$ cat src/rtl/stream_rd_pkg.sv
// Shared encodings for the counted streaming read unit.
// Assumes: two-bit source codes and a three-bit configuration index.
package stream_rd_pkg;

    typedef enum logic [1:0] {
        SRC_ZERO = 2'd0,
        SRC_MEM  = 2'd1,
        SRC_REG  = 2'd2,
        SRC_PKT  = 2'd3
    } rd_src_e;

    typedef enum logic [2:0] {
        CFG_MEM_CNT     = 3'd0,
        CFG_MEM_ADDR_LO = 3'd1,
        CFG_MEM_ADDR_HI = 3'd2,
        CFG_REG_CNT     = 3'd3,
        CFG_REG_ADDR    = 3'd4,
        CFG_PKT_REMAIN  = 3'd5
    } cfg_idx_e;

    typedef enum logic [1:0] {
        ST_IDLE,
        ST_MEM_REQ,
        ST_MEM_RSP,
        ST_PKT_WAIT
    } ctl_state_e;

endpackage

$ cat src/rtl/stream_cursor.sv
// Count/address cursor for one stream. When advance is high and the
// count is non-zero, the count drops by one and the address moves by
// STEP. At a count of zero the cursor holds. A configuration write takes
// priority over an advance in the same cycle. The address is written in
// WORD_W-wide slices, one enable per slice.
// Assumes: ADDR_W >= 1, the parent never writes and advances in one cycle.
module stream_cursor #(
    parameter int CNT_W  = 16,
    parameter int ADDR_W = 64,
    parameter int WORD_W = 32,
    parameter int STEP   = 4,
    localparam int NWORDS = (ADDR_W + WORD_W - 1) / WORD_W
) (
    input  logic              clk,
    input  logic              rst_n,
    input  logic              cnt_we,
    input  logic [CNT_W-1:0]  cnt_wdata,
    input  logic [NWORDS-1:0] addr_we,
    input  logic [ADDR_W-1:0] addr_wdata,
    input  logic              advance,
    output logic [CNT_W-1:0]  cnt,
    output logic [ADDR_W-1:0] addr
);

    logic [CNT_W-1:0]  cnt_q, cnt_n;
    logic [ADDR_W-1:0] addr_q, addr_n;

    // Next-state: advance on non-zero count, then apply slice writes.
    always_comb begin
        cnt_n  = cnt_q;
        addr_n = addr_q;
        if (advance && (cnt_q != '0)) begin
            cnt_n  = cnt_q - 1'b1;
            addr_n = addr_q + ADDR_W'(STEP);
        end
        if (cnt_we) begin
            cnt_n = cnt_wdata;
        end
        for (int b = 0; b < ADDR_W; b++) begin
            if (addr_we[b / WORD_W]) begin
                addr_n[b] = addr_wdata[b];
            end
        end
    end

    // Cursor state registers with synchronous reset.
    always_ff @(posedge clk) begin
        if (!rst_n) begin
            cnt_q  <= '0;
            addr_q <= '0;
        end else begin
            cnt_q  <= cnt_n;
            addr_q <= addr_n;
        end
    end

    assign cnt  = cnt_q;
    assign addr = addr_q;

    AST_CURSOR_STEP: assert property (@(posedge clk) disable iff (!rst_n)
        (advance && cnt_q != '0 && !cnt_we && addr_we == '0)
        |=> (cnt_q == CNT_W'($past(cnt_q) - 1'b1)) && (addr_q == ADDR_W'($past(addr_q) + ADDR_W'(STEP))));

    AST_CURSOR_HOLD: assert property (@(posedge clk) disable iff (!rst_n)
        (advance && cnt_q == '0 && !cnt_we && addr_we == '0)
        |=> $stable(cnt_q) && $stable(addr_q));

endmodule

$ cat src/rtl/pkt_remain_counter.sv
// Remaining-words counter for the packet stream. A pop lowers it by one
// and saturates at zero. A pop at zero produces a one-cycle underflow
// pulse in the following cycle.
// Assumes: configuration writes and pops do not coincide.
module pkt_remain_counter #(
    parameter int CNT_W = 16
) (
    input  logic             clk,
    input  logic             rst_n,
    input  logic             we,
    input  logic [CNT_W-1:0] wdata,
    input  logic             pop,
    output logic [CNT_W-1:0] remain,
    output logic             underflow
);

    logic [CNT_W-1:0] remain_q;
    logic             uf_q;

    // Saturating decrement with write priority, plus the underflow pulse.
    always_ff @(posedge clk) begin
        if (!rst_n) begin
            remain_q <= '0;
            uf_q     <= 1'b0;
        end else begin
            uf_q <= pop && (remain_q == '0);
            if (we) begin
                remain_q <= wdata;
            end else if (pop && (remain_q != '0)) begin
                remain_q <= remain_q - 1'b1;
            end
        end
    end

    assign remain    = remain_q;
    assign underflow = uf_q;

    AST_PKT_SATURATE: assert property (@(posedge clk) disable iff (!rst_n)
        (pop && remain_q == '0 && !we) |=> (remain_q == '0) && uf_q);

    AST_PKT_DECREMENT: assert property (@(posedge clk) disable iff (!rst_n)
        (pop && remain_q != '0 && !we) |=> (remain_q == CNT_W'($past(remain_q) - 1'b1)) && !uf_q);

endmodule

$ cat src/rtl/stream_rd_unit.sv
// Counted streaming read unit. It accepts one read at a time from four
// sources: zero, memory, register file and packet queue. It moves the
// matching cursor or counter as the read completes and returns the word
// with a one-cycle rd_valid pulse.
// Assumes: rf_rdata is combinational in rf_addr; mem_rsp_valid only follows
// an accepted request; configuration writes are issued between reads.
module stream_rd_unit
    import stream_rd_pkg::*;
#(
    parameter int WORD_W   = 32,
    parameter int CNT_W    = 16,
    parameter int RF_AW    = 8,
    parameter int MEM_STEP = 4,
    parameter int RF_STEP  = 1,
    localparam int MEM_AW  = 2 * WORD_W,
    localparam int IDX_W   = 3
) (
    input  logic              clk,
    input  logic              rst_n,
    input  logic              cfg_we,
    input  logic [IDX_W-1:0]  cfg_idx,
    input  logic [WORD_W-1:0] cfg_wdata,
    output logic [WORD_W-1:0] cfg_rdata,
    input  logic              rd_req,
    input  logic [1:0]        rd_src,
    output logic              rd_valid,
    output logic [WORD_W-1:0] rd_data,
    output logic              rd_underflow,
    output logic              mem_req_valid,
    input  logic              mem_req_ready,
    output logic [MEM_AW-1:0] mem_req_addr,
    input  logic              mem_rsp_valid,
    input  logic [WORD_W-1:0] mem_rsp_data,
    output logic [RF_AW-1:0]  rf_addr,
    input  logic [WORD_W-1:0] rf_rdata,
    input  logic              pkt_valid,
    output logic              pkt_ready,
    input  logic [WORD_W-1:0] pkt_data
);

    ctl_state_e        state_q;
    logic [1:0]        last_src_q;
    logic              rd_valid_q;
    logic [WORD_W-1:0] rd_data_q;

    logic [CNT_W-1:0]  mem_cnt, rf_cnt, pkt_remain;
    logic [MEM_AW-1:0] mem_addr;
    logic [RF_AW-1:0]  rf_cur;
    logic              mem_adv, rf_adv, pkt_pop;
    logic              idle_accept;

    // Decode of the completion events that move each stream's state.
    assign idle_accept = (state_q == ST_IDLE) && rd_req;
    assign mem_adv     = (state_q == ST_MEM_RSP) && mem_rsp_valid;
    assign rf_adv      = idle_accept && (rd_src == SRC_REG);
    assign pkt_pop     = (state_q == ST_PKT_WAIT) && pkt_valid;

    // Memory cursor: 64-bit byte address in two slices, step of MEM_STEP.
    stream_cursor #(
        .CNT_W (CNT_W),
        .ADDR_W(MEM_AW),
        .WORD_W(WORD_W),
        .STEP  (MEM_STEP)
    ) u_mem_cursor (
        .clk       (clk),
        .rst_n     (rst_n),
        .cnt_we    (cfg_we && (cfg_idx == CFG_MEM_CNT)),
        .cnt_wdata (cfg_wdata[CNT_W-1:0]),
        .addr_we   ({cfg_we && (cfg_idx == CFG_MEM_ADDR_HI),
                     cfg_we && (cfg_idx == CFG_MEM_ADDR_LO)}),
        .addr_wdata({cfg_wdata, cfg_wdata}),
        .advance   (mem_adv),
        .cnt       (mem_cnt),
        .addr      (mem_addr)
    );

    // Register-file cursor: single-slice address, step of RF_STEP.
    stream_cursor #(
        .CNT_W (CNT_W),
        .ADDR_W(RF_AW),
        .WORD_W(WORD_W),
        .STEP  (RF_STEP)
    ) u_rf_cursor (
        .clk       (clk),
        .rst_n     (rst_n),
        .cnt_we    (cfg_we && (cfg_idx == CFG_REG_CNT)),
        .cnt_wdata (cfg_wdata[CNT_W-1:0]),
        .addr_we   (cfg_we && (cfg_idx == CFG_REG_ADDR)),
        .addr_wdata(cfg_wdata[RF_AW-1:0]),
        .advance   (rf_adv),
        .cnt       (rf_cnt),
        .addr      (rf_cur)
    );

    // Packet remaining-words counter with underflow pulse.
    pkt_remain_counter #(
        .CNT_W(CNT_W)
    ) u_pkt_remain (
        .clk      (clk),
        .rst_n    (rst_n),
        .we       (cfg_we && (cfg_idx == CFG_PKT_REMAIN)),
        .wdata    (cfg_wdata[CNT_W-1:0]),
        .pop      (pkt_pop),
        .remain   (pkt_remain),
        .underflow(rd_underflow)
    );

    // Combinational configuration readback; unmapped indices read zero.
    always_comb begin
        case (cfg_idx)
            CFG_MEM_CNT:     cfg_rdata = WORD_W'(mem_cnt);
            CFG_MEM_ADDR_LO: cfg_rdata = mem_addr[WORD_W-1:0];
            CFG_MEM_ADDR_HI: cfg_rdata = mem_addr[MEM_AW-1:WORD_W];
            CFG_REG_CNT:     cfg_rdata = WORD_W'(rf_cnt);
            CFG_REG_ADDR:    cfg_rdata = WORD_W'(rf_cur);
            CFG_PKT_REMAIN:  cfg_rdata = WORD_W'(pkt_remain);
            default:         cfg_rdata = '0;
        endcase
    end

    // Read sequencer: accept when idle, wait on memory or queue, return word.
    always_ff @(posedge clk) begin
        if (!rst_n) begin
            state_q    <= ST_IDLE;
            last_src_q <= SRC_ZERO;
            rd_valid_q <= 1'b0;
            rd_data_q  <= '0;
        end else begin
            rd_valid_q <= 1'b0;
            case (state_q)
                ST_IDLE: begin
                    if (rd_req) begin
                        last_src_q <= rd_src;
                        case (rd_src)
                            SRC_ZERO: begin
                                rd_valid_q <= 1'b1;
                                rd_data_q  <= '0;
                            end
                            SRC_REG: begin
                                rd_valid_q <= 1'b1;
                                rd_data_q  <= rf_rdata;
                            end
                            SRC_MEM: state_q <= ST_MEM_REQ;
                            default: state_q <= ST_PKT_WAIT;
                        endcase
                    end
                end
                ST_MEM_REQ: begin
                    if (mem_req_ready) begin
                        state_q <= ST_MEM_RSP;
                    end
                end
                ST_MEM_RSP: begin
                    if (mem_rsp_valid) begin
                        rd_valid_q <= 1'b1;
                        rd_data_q  <= mem_rsp_data;
                        state_q    <= ST_IDLE;
                    end
                end
                default: begin
                    if (pkt_valid) begin
                        rd_valid_q <= 1'b1;
                        rd_data_q  <= pkt_data;
                        state_q    <= ST_IDLE;
                    end
                end
            endcase
        end
    end

    assign rd_valid      = rd_valid_q;
    assign rd_data       = rd_data_q;
    assign mem_req_valid = (state_q == ST_MEM_REQ);
    assign mem_req_addr  = mem_addr;
    assign rf_addr       = rf_cur;
    assign pkt_ready     = (state_q == ST_PKT_WAIT);

    AST_ZERO_SOURCE: assert property (@(posedge clk) disable iff (!rst_n)
        (rd_valid && last_src_q == SRC_ZERO) |-> (rd_data == '0));

    AST_MEM_REQ_HOLD: assert property (@(posedge clk) disable iff (!rst_n)
        (mem_req_valid && !mem_req_ready) |=> mem_req_valid && $stable(mem_req_addr));

    AST_PKT_STALL: assert property (@(posedge clk) disable iff (!rst_n)
        (pkt_ready && !pkt_valid) |=> !rd_valid && pkt_ready);

    AST_BUSY_DROP: assert property (@(posedge clk) disable iff (!rst_n)
        (pkt_ready && !pkt_valid && rd_req) |=> !mem_req_valid);

    AST_ONE_WAIT: assert property (@(posedge clk) disable iff (!rst_n)
        $onehot0({mem_req_valid, pkt_ready, rd_valid}));

endmodule

$ cat config.mk
export PLATFORM = sky130hd
export DESIGN_NAME = stream_rd_unit
export DESIGN_NICKNAME = d
export VERILOG_FILES = /design/src/rtl/stream_rd_pkg.sv /design/src/rtl/stream_cursor.sv /design/src/rtl/pkt_remain_counter.sv /design/src/rtl/stream_rd_unit.sv
export SDC_FILE = /design/constraint.sdc
export NUM_CORES = 1
export LEC_CHECK = 0
export ABC_AREA = 1
export BUFFER_PORTS_ARGS = -buffer_cell sky130_fd_sc_hd__buf_4
export CAP_MARGIN = 20
export CORE_MARGIN = 2
export CORE_UTILIZATION = 39
export DETAILED_ROUTE_END_ITERATION = 10
export GPL_TIMING_DRIVEN = 0
export PLACE_DENSITY_LB_ADDON = 0.15
export SYNTH_ARGS = -nofsm -noshare
export SYNTH_HDL_FRONTEND = slang
export SYNTH_HIERARCHICAL = 1
export SYNTH_SLANG_ARGS = --single-unit
export TNS_END_PERCENT = 20
$ cat constraint.sdc
create_clock -name clk -period 4.2 [get_ports clk]
set_clock_uncertainty 0.15 [all_clocks]
set_input_delay 0.63 -clock clk [delete_from_list [all_inputs] [get_ports clk]]
set_output_delay 0.63 -clock clk [all_outputs]
set_load 0.02 [all_outputs]
==> run metrics, run 1 <==
antenna violations before repair=0; setup repair after global routing missed its margin=no; part of the power in registers=0.309; Setup violations, final=0; CTS buffer count=17; fraction of registers with async set or reset after synthesis=0; gr usage total=0.328; combinational share of power=0.451; Netlist Area Pre-Place=0.0116 sq mm; launch point of the worst hold path=rf_rdata[15]; number of hold-repair buffers added at the cts stage=0; post-route clock period utilization=0.838; top fanout value on the critical path=10; post-cts gate resize count=0; Fill cells=3,165; relative area change from synthesis to final layout=26.8%; core area=0.0296 sq mm; Psw=2790 uW; largest net degree at the start of global routing=17; fraction of post-synthesis cell area in the top cell type by area=0.268; Net Sw Frac=0.438; count of final hold-check violations=0; endpoint of the worst-slack reg-to-reg timing path=u_mem_cursor/addr[7]$_SDFFE_PN0P_; cell depth of the worst hold path=5; chain of cells forming the critical path=buf_2 > inv_1 > nor3_1 > buf_2 > a21oi_1 > nand4_1 > buf_4; number of ports placed on the die boundary=280; sum of internal, switching and leakage power=6360 uW; hold-critical path endpoint=rd_data[15]$_SDFFE_PN0P_; post-CTS clock slew at the launch and capture registers of the worst setup and hold paths=0.07 ns; Static Leakage=0.00676 uW; synth cell count leaders=nand2_1, nor2_1, inv_1; post-synthesis sequential element count=156; Data required, critical path=3.42 ns; Least-Margin Pin Slew=1.08 ns; buffers added on ports=276; distinct cell type count of the synthesized netlist=49; die area=0.0313 sq mm; clock group share of total power=0.240; Post-CTS Repair Setup Buffers=0; routed len/inst=19.2 microns; top_reg_cell synth=dfxtp_1; Die Y-Extent=177 microns; mean area per synthesized cell=5.86 sq um; overall die width=177 microns; gate count of the mapped netlist=1,988; setup slack of the most critical reg-to-reg path=1.73 ns; cell type with the largest total area after synthesis=dfxtp_1; max-slew violations=0; endpoint class of the critical path=output pin; number of DRC markers in iteration 0=1,385; arrival time of the worst setup path=2.74 ns; number of cells on the worst reg-to-reg path=9; final-stage net count=2,430; library cell with the highest instance count after synthesis=nand2_1; first-pass GRT wire length=78.0 mm; number of rows created at floorplan=63; normalized max-slew margin=0.274; CTS tree=done; share of cells above drive strength 1=0.192; clock latency of the later-clocked register in the worst-skew pair=0.45 ns; Detail Placement HPWL=40.3 mm; part of the Yosys area used for sequential elements=0.268; via density per instance=5.38; worst setup margin=0.682 ns; diodes inserted=0; power density over cell area=430 mW/mm^2; Peak supply drop=0.000307 V; vias in the first global route=13,600; fmax=284 MHz; clock tree root buffer cell=clkbuf_16; syn nets=2,133; H-tree depth=4; antenna violation net count after detailed routing=0; Post-synth EDFFs=0; classification of the worst-slack hold path=in -> reg; slowest CP cell=nor3_1; run status=finished, final reports clean; number of clock sinks seen by CTS=156; Final GP Congestion=1.04; largest cells by area after synthesis=dfxtp_1, nand2_1, nor2_1, nand3_1, inv_1; count of vias placed by the detailed router=14,500; post-layout min period=3.52 ns; Critical R2R Launch=state_q[1]$_SDFFE_PN0P_; Max Buffers Root-to-Sink=2; stage delay of the slowest cell on the critical path=0.83 ns; TNS Setup=0 ns; Place WS=0.797 ns; cell mode on critical path=buf_2; max_cap viols=0; remaining design rule violation count=0; Synthesis Warnings=6; element type at the critical path start=input pin; iteration count of the initial detailed-routing pass=6; Detailed Route WL=51.7 mm; Overflow after GRT=0; cell internal pwr=3570 uW; effective utilization at floorplan=0.394; Worst Setup Path Type=in -> out
[cell families (layout without fill, tap and decap cells)]
| logic type | Yosys count | in the layout | share of synthesized area |
|---|---|---|---|
| XOR/XNOR | 47 | 47 | 0.0353 |
| multiplexers | 1 | 1 | 0.000967 |
| adder cells (fa/ha/maj) | 5 | 5 | 0.00537 |
| buffers and inverters | 284 | 594 | 0.0999 |
| flip-flops | 156 | 156 | 0.268 |
| AND/OR/NAND/NOR | 1242 | 1242 | 0.463 |
| AO/OA/AOI/OAI | 253 | 253 | 0.128 |
[power groups by stage]
stage / logic [uW] / clock network, uW / registers, uW
floorplan: 1750 / 0 / 2090
global placement: 2820 / 0 / 1980
detailed placement: 2840 / 0 / 1980
CTS: 2850 / 1550 / 1960
global route: 3180 / 1610 / 1990
finish: 2870 / 1530 / 1960
[layout make-up]
cell class / count / area [sq um] / share of cell area
Buffer: 74 / 368 / 0.0249
Clock buffer: 20 / 437 / 0.0296
Clock inverter: 12 / 115 / 0.00779
Inverter: 210 / 796 / 0.0539
Multi-Input combinational cell: 1548 / 7360 / 0.498
Sequential cell: 156 / 3120 / 0.211
Tap cell: 390 / 488 / 0.0330
Timing Repair Buffer: 278 / 2080 / 0.141
[layout by cell type (no fill, tap or decap), drive strengths merged, types with 2 or more instances in the layout]
cell / synthesis / layout
xor2: 25 / 25
nand3b: 9 / 9
nor4: 5 / 5
xnor2: 22 / 22
nand2: 680 / 680
nand4: 38 / 38
a22oi: 18 / 18
clkbuf: 36 / 56
inv: 206 / 208
a211oi: 3 / 3
nor3: 20 / 20
or2: 5 / 5
clkinvlp: 0 / 3
a22o: 16 / 16
a21oi: 76 / 76
a21boi: 2 / 2
o21bai: 8 / 8
dfxtp: 156 / 156
nor2: 323 / 323
o211ai: 7 / 7
nand3: 161 / 161
clkinv: 4 / 10
a31oi: 16 / 16
o21ai: 103 / 103
ha: 5 / 5
buf: 38 / 316
[state kept, by name, summed over array words and instances (netlist names)]
name and count:
u_mem_cursor/addr 64, rd_data 32, u_mem_cursor/cnt 16, u_pkt_remain/remain 16
u_rf_cursor/cnt 16, u_rf_cursor/addr 8, state_q 2, rd_valid 1
u_pkt_remain/underflow 1
[metal layers]
metal | GRT usage | part of all wire | vias to the layer above
li1 | - | - | 6943
met1 | 0.384 | 0.39 | 6583
met2 | 0.553 | 0.46 | 754
met3 | 0.0485 | 0.078 | 179
met4 | 0.224 | 0.071 | 0
met5 | 0 | 0 | -
[how the worst max path moves through the flow]
stage | start | to | slack, ns | cells past startpoint
after floorplan | cfg_idx[2] | u_pkt_remain/remain[4]$_SDFFE_PN0P_ | 1.72 | 8
after global placement | cfg_idx[0] | cfg_rdata[9] | 0.75 | 7
after detailed placement | cfg_idx[2] | u_pkt_remain/remain[4]$_SDFFE_PN0P_ | 0.80 | 8
after CTS | cfg_idx[1] | cfg_rdata[13] | 0.88 | 7
after global routing | cfg_idx[1] | cfg_rdata[13] | 0.74 | 7
final | cfg_idx[1] | cfg_rdata[15] | 0.68 | 7
[worst max-delay path, delay by kind of cell]
family	cells	cell delay, ns
buffers and inverters	4	0.88
AO/OA/AOI/OAI	1	0.17
AND/OR/NAND/NOR	2	1.05
[metrics by stage]
| step | instances | utilization | hold slack [ns] | area (sq um) |
|---|---|---|---|---|
| 6_report | 2688 | 0.500 | 0.338 | 14800 |
| 5_1_grt | 2688 | 0.500 | 0.350 | 14800 |
| 4_1_cts | 2688 | 0.500 | 0.330 | 14800 |
| 3_5_place_dp | 2656 | 0.481 | 0.352 | 14200 |
| 3_3_place_gp | 2654 | 0.481 | 0.344 | 14200 |
| 2_1_floorplan | 1988 | - | 0.311 | 11600 |
No activity file was read; power rests on OpenSTA's default activity.
==> inputs of run 2 (changes only) <==
- clock period: 4.2 -> 3.06 ns (I/O delays scaled with it)
==> run 2 against run 1 <==
Effect of this change:
- count of clock-buffer cells in the layout did not move
- routed wire length barely moved
- worst setup slack got worse by 0.48 ns
- total power rose by 37%
- critical path depth rose by 1
- largest power group unchanged
- sequential power rose by 37%
- utilization barely moved
- cell count did not move
- design area barely moved
==> run metrics, run 2 (same netlist as run 1, synthesis figures left out) <==
run status=finished, final reports clean; footprint of the multi-input gates=0.00737 sq mm; launch point of the worst hold path=rf_rdata[23]; die area=0.0313 sq mm; max-slew violations=0; core area=0.0296 sq mm; Least-Margin Pin Slew=0.945 ns; commonest non-fill, non-tap cells in the layout=nand2_1, nor2_1, buf_4; share of cells above drive strength 1=0.192; Data required, critical path=2.45 ns; antenna violations before repair=0; Critical R2R Launch=state_q[1]$_SDFFE_PN0P_; sum of internal, switching and leakage power=8740 uW; buffers added on ports=276; final-stage net count=2,430; Detail Route met3 WL=3.88 mm; iteration count of the initial detailed-routing pass=6; antenna violation net count after detailed routing=0; Detail Route met2 WL=23.8 mm; commonest non-fill, non-tap cell in the layout=nand2_1; routed len/inst=19.2 microns; remaining design rule violation count=0; top fanout value on the critical path=10; stage delay of the slowest cell on the critical path=0.48 ns; wire length on met1=20.4 mm; max_cap viols=0; number of clock sinks seen by CTS=156; H-tree depth=4; uppermost metal layer occupied by signal nets=met4; setup repair after global routing missed its margin=no; arrival time of the worst setup path=2.25 ns; Static Leakage=0.00676 uW; Setup violations, final=0; effective utilization at floorplan=0.394; clock tree root buffer cell=clkbuf_16; Overflow after GRT=0; post-layout min period=2.86 ns; first-pass GRT wire length=78.0 mm; worst setup margin=0.203 ns; cell mode on critical path=buf_2; fmax=350 MHz; Setup crit start=cfg_idx[0]; clock latency of the later-clocked register in the worst-skew pair=0.45 ns; element type at the critical path start=input pin; vias in the first global route=13,600; Detail Placement HPWL=40.3 mm; Die Y-Extent=177 microns; Final GP Congestion=1.04; CTS buffer count=17; number of ports placed on the die boundary=280; Worst Setup Path Type=in -> out; number of rows created at floorplan=63; endpoint class of the critical path=output pin; classification of the worst-slack hold path=in -> reg; area occupied by registers=0.00312 sq mm; post-route clock period utilization=0.934; normalized max-slew margin=0.370; count of vias placed by the detailed router=14,300; post-CTS clock slew at the launch and capture registers of the worst setup and hold paths=0.06 ns; count of final hold-check violations=0; via density per instance=5.34; Peak supply drop=0.000421 V; number of flip-flops under the largest register name=64; overall die width=177 microns; slowest CP cell=nor3_1; power density over cell area=591 mW/mm^2; gr usage total=0.328; relative area change from synthesis to final layout=26.8%; Fill cells=3,164; Max Buffers Root-to-Sink=2; diodes inserted=0; largest net degree at the start of global routing=17; Place WS=-0.172 ns; CTS tree=done; Detailed Route WL=51.7 mm; chain of cells forming the critical path=buf_2 > inv_1 > nor3_1 > buf_2 > buf_2 > nand2_1 > nand4_1 > buf_4; number of DRC markers in iteration 0=1,368
-- run 2: cell counts in the layout (fill, tap and decap cells not counted) --
No cell type changed its count.
-- run 2: routing by layer --
metal,vias up,global-route usage
met1,6529,0.384
met2,706,0.553
met5,-,0
li1,6942,-
met4,0,0.224
met3,166,0.0485
-- run 2: critical path: cells and delay by family --
family                 cells  cell delay (ns)
and+or+nand+nor            3             0.73
buffers and inverters      5             1.05
-- run 2: power by group --
group	internal, uW	leakage [uW]	total [uW]	switching, uW
Sequential	2340	0.00127	2690	350
Clock	1130	0.000261	2100	976
Combinational	1430	0.00523	3940	2510
Total	4900	0.00676	8740	3830
-- run 2: what timing repair did --
action | in CTS | in global routing
hold buffers | 0 | 0
resized for setup | 0 | 1
setup endpoints to repair | 0 | 6
setup buffers | 0 | 0
-- run 2: path summary, 6_finish.rpt --
| kind | slack (ns) | endpoint | cells after the start |
|---|---|---|---|
| max | 0.20 | cfg_rdata[9] | 8 |
| min | 0.17 | rd_data[23]$_SDFFE_PN0P_ | 5 |
| max reg2reg | 0.59 | u_mem_cursor/addr[6]$_SDFFE_PN0P_ | 9 |
| min reg2reg | 0.37 | u_mem_cursor/cnt[0]$_SDFFE_PN0P_ | 1 |
-- run 2: through the flow --
step	TNS, ns	hold WS [ns]	instances	util	area (sq um)
after CTS	0	0.159	2688	0.500	14800
after floorplan	0	0.311	1988	-	11600
after global routing	0	0.179	2688	0.500	14800
after global placement	-1.70	0.344	2654	0.481	14200
final	0	0.167	2688	0.500	14800
after detailed placement	-1.81	0.352	2656	0.481	14200
-- run 2: final cells by class --
class / count / share of cell area
Clock buffer: 20 / 0.0296
Sequential cell: 156 / 0.211
Timing Repair Buffer: 278 / 0.141
Multi-Input combinational cell: 1548 / 0.499
Clock inverter: 12 / 0.00779
Tap cell: 390 / 0.0330
Buffer: 74 / 0.0249
Inverter: 210 / 0.0539
